**src/rtl/pxm_pkg.sv**
```systemverilog
package pxm_pkg;
    localparam int IDX_W  = 4;
    localparam int PAL_W  = 2;
    localparam int COMP_W = 3;
    localparam int CH_W   = COMP_W + 1;
    localparam int ADDR_W = PAL_W + IDX_W;
    localparam int WORD_W = 16;
    localparam int NCH    = 3;
    localparam int PX_W   = 1 + PAL_W + IDX_W;

    typedef struct packed {
        logic              prio;
        logic [PAL_W-1:0]  pal;
        logic [IDX_W-1:0]  idx;
    } layer_px_t;

    typedef enum logic [1:0] {
        SH_DARK   = 2'd0,
        SH_NORM   = 2'd1,
        SH_BRIGHT = 2'd2
    } shade_e;

    typedef struct packed {
        logic [COMP_W-1:0] b;
        logic [COMP_W-1:0] g;
        logic [COMP_W-1:0] r;
    } color_t;
endpackage

```
**src/rtl/pxm_layer_sel.sv**
```systemverilog
module pxm_layer_sel
    import pxm_pkg::*;
#(
    parameter int X_W       = 9,
    parameter int LEFT_COLS = 8
) (
    input  logic              disp_en,
    input  logic              left_blank,
    input  logic              sh_en,
    input  logic [X_W-1:0]    pix_x,
    input  logic [ADDR_W-1:0] bg_sel,
    input  layer_px_t         b_px,
    input  layer_px_t         a_px,
    input  logic              win_on,
    input  layer_px_t         w_px,
    input  layer_px_t         s_px,
    output logic [ADDR_W-1:0] addr,
    output shade_e            shade
);
    localparam int NLAY  = 4;
    localparam int NCAND = 2 * NLAY;
    localparam logic [IDX_W-1:0] IDX_TOP = '1;
    localparam logic [PAL_W-1:0] PAL_TOP = '1;

    layer_px_t         lay  [NLAY];
    logic [NLAY-1:0]   vis;
    logic [NCAND-1:0]  hit;
    logic [ADDR_W-1:0] pick [NCAND];
    logic              op_up, op_down, blank, tile_pri;

    // rank order inside one priority class: background, foreground, sprite, window
    assign lay[0] = b_px;
    assign lay[1] = a_px;
    assign lay[2] = s_px;
    assign lay[3] = w_px;

    assign op_up   = sh_en && (s_px.pal == PAL_TOP) && (s_px.idx == IDX_TOP - 1'b1);
    assign op_down = sh_en && (s_px.pal == PAL_TOP) && (s_px.idx == IDX_TOP);

    assign vis[0] = (b_px.idx != '0);
    assign vis[1] = !win_on && (a_px.idx != '0);
    assign vis[2] = (s_px.idx != '0) && !op_up && !op_down;
    assign vis[3] = win_on && (w_px.idx != '0);

    for (genvar p = 0; p < 2; p++) begin : g_pri
        for (genvar l = 0; l < NLAY; l++) begin : g_lay
            assign hit[p*NLAY + l]  = vis[l] && (lay[l].prio == 1'(p));
            assign pick[p*NLAY + l] = {lay[l].pal, lay[l].idx};
        end
    end

    assign blank    = !disp_en || (left_blank && (pix_x < X_W'(LEFT_COLS)));
    assign tile_pri = b_px.prio || (win_on ? w_px.prio : a_px.prio);

    always_comb begin
        addr  = bg_sel;
        shade = SH_NORM;
        if (!blank) begin
            for (int k = 0; k < NCAND; k++) begin
                if (hit[k]) addr = pick[k];
            end
            if (sh_en) begin
                shade = tile_pri ? SH_NORM : SH_DARK;
                if (op_up) begin
                    shade = (shade == SH_DARK) ? SH_NORM : SH_BRIGHT;
                end else if (op_down) begin
                    shade = (shade == SH_BRIGHT) ? SH_NORM : SH_DARK;
                end
            end
        end
    end
endmodule

```
**src/rtl/pxm_color_ram.sv**
```systemverilog
module pxm_color_ram
    import pxm_pkg::*;
#(
    parameter int ENTRIES = 2 ** ADDR_W
) (
    input  logic              clk,
    input  logic              rst_n,
    input  logic              we,
    input  logic [ADDR_W-1:0] waddr,
    input  logic [WORD_W-1:0] wword,
    input  logic [ADDR_W-1:0] raddr,
    output color_t            rdata
);
    localparam int R_LSB = 1;
    localparam int G_LSB = 5;
    localparam int B_LSB = 9;

    color_t mem_d [ENTRIES];
    color_t mem_q [ENTRIES];
    logic   unused_bits;

    assign unused_bits = ^{wword[WORD_W-1:B_LSB+COMP_W], wword[G_LSB+COMP_W],
                           wword[R_LSB+COMP_W], wword[0]};

    always_comb begin
        mem_d = mem_q;
        if (we) begin
            mem_d[waddr] = '{b: wword[B_LSB +: COMP_W],
                             g: wword[G_LSB +: COMP_W],
                             r: wword[R_LSB +: COMP_W]};
        end
    end

    always_ff @(posedge clk) begin
        if (!rst_n) begin
            for (int i = 0; i < ENTRIES; i++) mem_q[i] <= '0;
        end else begin
            mem_q <= mem_d;
        end
    end

    assign rdata = mem_q[raddr];
endmodule

```
**src/rtl/pxm_shade.sv**
```systemverilog
module pxm_shade
    import pxm_pkg::*;
(
    input  color_t                col,
    input  shade_e                shade,
    output logic [NCH*CH_W-1:0]   rgb
);
    logic [NCH*COMP_W-1:0] comps;
    assign comps = col;

    for (genvar ch = 0; ch < NCH; ch++) begin : g_ch
        logic [COMP_W-1:0] c;
        logic [CH_W-1:0]   v;
        assign c = comps[ch*COMP_W +: COMP_W];
        always_comb begin
            case (shade)
                SH_DARK:   v = {1'b0, c};
                SH_BRIGHT: v = {1'b1, c};
                default:   v = {c, 1'b0};
            endcase
        end
        // component 0 is red and lands in the top field
        assign rgb[(NCH-1-ch)*CH_W +: CH_W] = v;
    end
endmodule

```
**src/rtl/pix_layer_mixer.sv**
```systemverilog
module pix_layer_mixer
    import pxm_pkg::*;
#(
    parameter int X_W       = 9,
    parameter int LEFT_COLS = 8
) (
    input  logic              clk,
    input  logic              rst_n,
    input  logic              disp_en,
    input  logic              left_blank,
    input  logic              sh_en,
    input  logic [5:0]        bg_sel,
    input  logic [X_W-1:0]    pix_x,
    input  logic [6:0]        plane_b,
    input  logic [6:0]        plane_a,
    input  logic              win_on,
    input  logic [6:0]        win_px,
    input  logic [6:0]        spr_px,
    input  logic              pal_we,
    input  logic [5:0]        pal_addr,
    input  logic [15:0]       pal_word,
    output logic [3:0]        rgb_r,
    output logic [3:0]        rgb_g,
    output logic [3:0]        rgb_b
);
    typedef struct packed {
        logic [ADDR_W-1:0] addr;
        shade_e            shade;
    } sel_t;

    typedef struct packed {
        sel_t                sel;
        logic [NCH*CH_W-1:0] rgb;
    } pipe_t;

    pipe_t               pipe_d, pipe_q;
    logic [ADDR_W-1:0]   sel_addr;
    shade_e              sel_shade;
    color_t              rd_col;
    logic [NCH*CH_W-1:0] shaded;
    logic [ADDR_W-1:0]   st_addr;
    logic [1:0]          st_shade;

    pxm_layer_sel #(.X_W(X_W), .LEFT_COLS(LEFT_COLS)) u_sel (
        .disp_en    (disp_en),
        .left_blank (left_blank),
        .sh_en      (sh_en),
        .pix_x      (pix_x),
        .bg_sel     (bg_sel),
        .b_px       (layer_px_t'(plane_b)),
        .a_px       (layer_px_t'(plane_a)),
        .win_on     (win_on),
        .w_px       (layer_px_t'(win_px)),
        .s_px       (layer_px_t'(spr_px)),
        .addr       (sel_addr),
        .shade      (sel_shade)
    );

    pxm_color_ram u_ram (
        .clk   (clk),
        .rst_n (rst_n),
        .we    (pal_we),
        .waddr (pal_addr),
        .wword (pal_word),
        .raddr (pipe_q.sel.addr),
        .rdata (rd_col)
    );

    pxm_shade u_shade (
        .col   (rd_col),
        .shade (pipe_q.sel.shade),
        .rgb   (shaded)
    );

    always_comb begin
        pipe_d           = pipe_q;
        pipe_d.sel.addr  = sel_addr;
        pipe_d.sel.shade = sel_shade;
        pipe_d.rgb       = shaded;
    end

    always_ff @(posedge clk) begin
        if (!rst_n) begin
            pipe_q <= '{sel: '{addr: '0, shade: SH_NORM}, rgb: '0};
        end else begin
            pipe_q <= pipe_d;
        end
    end

    assign st_addr  = pipe_q.sel.addr;
    assign st_shade = pipe_q.sel.shade;
    assign rgb_r    = pipe_q.rgb[2*CH_W +: CH_W];
    assign rgb_g    = pipe_q.rgb[CH_W +: CH_W];
    assign rgb_b    = pipe_q.rgb[0 +: CH_W];
endmodule

```
**config.mk**
```make
export PLATFORM = sky130hd
export DESIGN_NAME = pix_layer_mixer
export DESIGN_NICKNAME = d
export VERILOG_FILES = /design/src/rtl/pxm_pkg.sv /design/src/rtl/pxm_layer_sel.sv /design/src/rtl/pxm_color_ram.sv /design/src/rtl/pxm_shade.sv /design/src/rtl/pix_layer_mixer.sv
export SDC_FILE = /design/constraint.sdc
export NUM_CORES = 1
export LEC_CHECK = 0
export ABC_AREA = 1
export BUFFER_PORTS_ARGS = -buffer_cell sky130_fd_sc_hd__buf_2
export CAP_MARGIN = 30
export CELL_PAD_IN_SITES_DETAIL_PLACEMENT = 2
export CELL_PAD_IN_SITES_GLOBAL_PLACEMENT = 2
export CORE_MARGIN = 8
export CORE_UTILIZATION = 39
export CTS_BUF_LIST = sky130_fd_sc_hd__clkbuf_8
export CTS_CLUSTER_SIZE = 8
export DETAILED_ROUTE_END_ITERATION = 6
export PLACE_DENSITY_LB_ADDON = 0.2
export SYNTH_ARGS = -nofsm -noshare
export SYNTH_HDL_FRONTEND = slang
export SYNTH_SLANG_ARGS = --single-unit
export TNS_END_PERCENT = 5
```
**constraint.sdc**
```tcl
create_clock -name clk -period 3.9 [get_ports clk]
set_clock_uncertainty 0.05 [all_clocks]
set_input_delay 0.39 -clock clk [delete_from_list [all_inputs] [get_ports clk]]
set_output_delay 0.39 -clock clk [all_outputs]
set_load 0.005 [all_outputs]
```
==> run metrics <==
Compound-Gate Fraction of Synth Area=19.1%; drt first pass iters=5; crit path capture type=flop; prevailing post-synth register cell=dfxtp_1; row count=97; placed cell count=between 4k and 5k; CTS tree=built; die area=approximately 80000 um2; # IOs=84; crit-path cells=inv_8 > buf_12 > o21ai_0 > o22ai_1 > nand2_1 > nand2_1 > nand2_1 > nand3_1 > nand3_1 > nand2_1 > nand2_1 > nand2_1; final setup vio count=0; Layout Area Growth over Synthesis=11.4%; critical-path maximum fanout=61; nets@finish=~4.1k; Slew headroom=33.6%; PwrDens=~450 nW/um2; Finished Layout Cells=5090; Post-Synth Adder-Cell Area=0%; clock tree buffer depth=3; Avg Cell Area, Syn=6.71 um2; Die W=roughly 280 um; Synth Area in XOR/XNOR=0%; Critical Path AT=3410 ps; final count of hold timing violations=0; Synth Area in Simple Gates=~30%; synthesized area=between 20000 and 30000 um2; Hold Crit Class=in2reg; number of antenna violations at the first check in global routing=4; Post-Route WL=between 100000 and 150000 um; GR Util All Layers=29.4%; Die Y-Extent=281 um; cell mode on critical path=nand2_1; CP max-delay cell=dfxtp_4; WS Path Type=reg2reg; worst-skew pair later-pin latency=730 ps; number of setup buffers added after CTS=0; asr flop ratio synth=0%; H-tree levels=3; dominant cell type by area after synthesis=dfxtp_1; final worst-path cycle share=between 70% and 80%; Yosys Warn Count=0; IO Port Bufs=73; DP Wirelength=69400 um; post-synthesis mux area share=0%; top cells by instance count after synthesis=nor2_1 (1333), o21ai_0 (789), dfxtp_1 (596); largest net degree at the start of global routing=169; Final Critical Period=2860 ps; fraction of the yosys area taken by sequential cells=43.4%; routability congestion estimate=0.830; largest family of logic cells by synthesized area=simple AND/OR/NAND/NOR gates; root buf cell=clkbuf_8; CTS clk-pin slew, worst paths=60 ps; Synth area leaders=dfxtp_1 (43%), nor2_1 (18%), o21ai_0 (14%); Via Count=roughly 29k; total core area=69900 um2; ratio of cells with drive above 1 in the final layout=10.5%; leakage=13.4 nW; DRC=0; Cell variety after synth=29; Iter 0 DRT Violations=1940; Worst Tran Pin Value=between 900 and 1000 ps; unrepaired setup endpoints after global routing=no; Critical Path Source Type=flop; global-route wire length before repair=185000 um; # Max-Cap Violations=0; grt ovf=0; Syn Nets=4165; routed len/inst=about 24 um; synthesized instance count=4093; status=finished clean; worst path required time=between 4000 and 5000 ps; Max Fclk=350 MHz; clock tree sinks=596; Setup Total Neg Slack=0 ps; post-synth top area share=about 43%; max-slew violations=0; flops & latches, synth=596; Avg Vias per Cell=~5.7; CTS Buf Count=roughly 110; initial core utilization=39.3%; post-route ant nets=0; Post-synth EDFFs=0; most numerous cell in the Yosys netlist=nor2_1; VDD IR max=0.000305 V; vias in the first global route=about 32k; Critical Path Max Stage Delay=660 ps
## flip-flops by register name (all words and copies together) (netlist names)
register / flops
st_addr: 6
rgb_r: 4
rgb_g: 4
u_ram.mem_q: 576
st_shade: 2
rgb_b: 4
## layout by cell type, fill, tap and decap left out, types with 13 or more instances in the layout
master         netlist  routed
o22ai_1             99      99
a21oi_1             78      78
inv_1               73     110
dlygate4sd3_1        0      13
nor2_2              13      13
nand3_1            166     166
dfxtp_1            596     593
nor2_1            1333    1333
nand2_1            451     451
buf_4               17      32
o21ai_0            789     789
buf_2               74      63
nor2_4              55      55
clkbuf_8             0     139
o21ai_1             49      49
inv_2               87      86
## layout make-up
| class | count | area, um2 |
|---|---|---|
| diodes | 3 | 7.51 |
| clock buffers | 139 | 1910 |
| clock inverters | 52 | 228 |
| fillers | 8425 | 39300 |
| inverters | 170 | 662 |
| multi-input cells | 3066 | 13700 |
| flip-flops and latches | 596 | 11900 |
| well taps | 940 | 1180 |
| repair buffers | 124 | 1020 |
## critical path: cells and delay by family (launching register included)
family                 cells  cell delay [ps]
buffers and inverters      2              530
AO/OA/AOI/OAI              2              350
AND/OR/NAND/NOR            8             1030
flip-flops                 1              660
## final timing paths
kind	slack, ps	endpoint	cells past startpoint	startpoint
max	1040	rgb_r[1]	12	st_addr[0]
min	40	st_shade[0]	4	sh_en
max reg2reg	1040	rgb_r[1]	12	st_addr[0]
min reg2reg	410	u_ram.mem_q[429]	2	u_ram.mem_q[429]
## metal layers
| layer | up-vias | routed length [um] | track usage [%] |
|---|---|---|---|
| met5 | - | 10 | 0 |
| li1 | 13300 | - | - |
| met4 | 2 | 4160 | 12.2 |
| met2 | 713 | 57900 | 50.2 |
| met1 | 14800 | 52300 | 37.0 |
| met3 | 232 | 5240 | 4.33 |
## report_power, final
group	leakage [nW]	internal [mW]	switching, mW
registers	4.81	6.15	0.0577
logic	7.31	0.412	1.25
clock network	1.24	3.17	2.86
total	13.4	9.73	4.16
## through the flow
step | util [%] | hold slack (ps) | setup slack, ps | instance area [um2] | total power, mW
6_report | 43.8 | 38.7 | 1040 | 30600 | 13.9
5_1_grt | 43.8 | 26.0 | 991 | 30600 | 14.4
4_1_cts | 43.7 | 14.0 | 1100 | 30500 | 14.0
3_5_place_dp | 40.4 | 395 | 1180 | 28300 | 7.92
3_3_place_gp | 40.4 | 384 | 1240 | 28200 | 7.89
2_1_floorplan | - | 375 | 2340 | 27500 | 7.30
## timing repair
action | 4_1_cts | 5_1_grt
hold endpoints to repair | 7 | 4
gates resized for setup | 0 | 0
hold buffers | 12 | 1
## kinds of logic (layout without fill, tap and decap cells)
group                  after synthesis  count (layout)
AO/OA/AOI/OAI                     1020            1020
buffers and inverters              431             485
flip-flops                         596             596
other                                0               3
AND/OR/NAND/NOR                   2046            2046
Note: power is estimated with default switching activity, not from simulation.
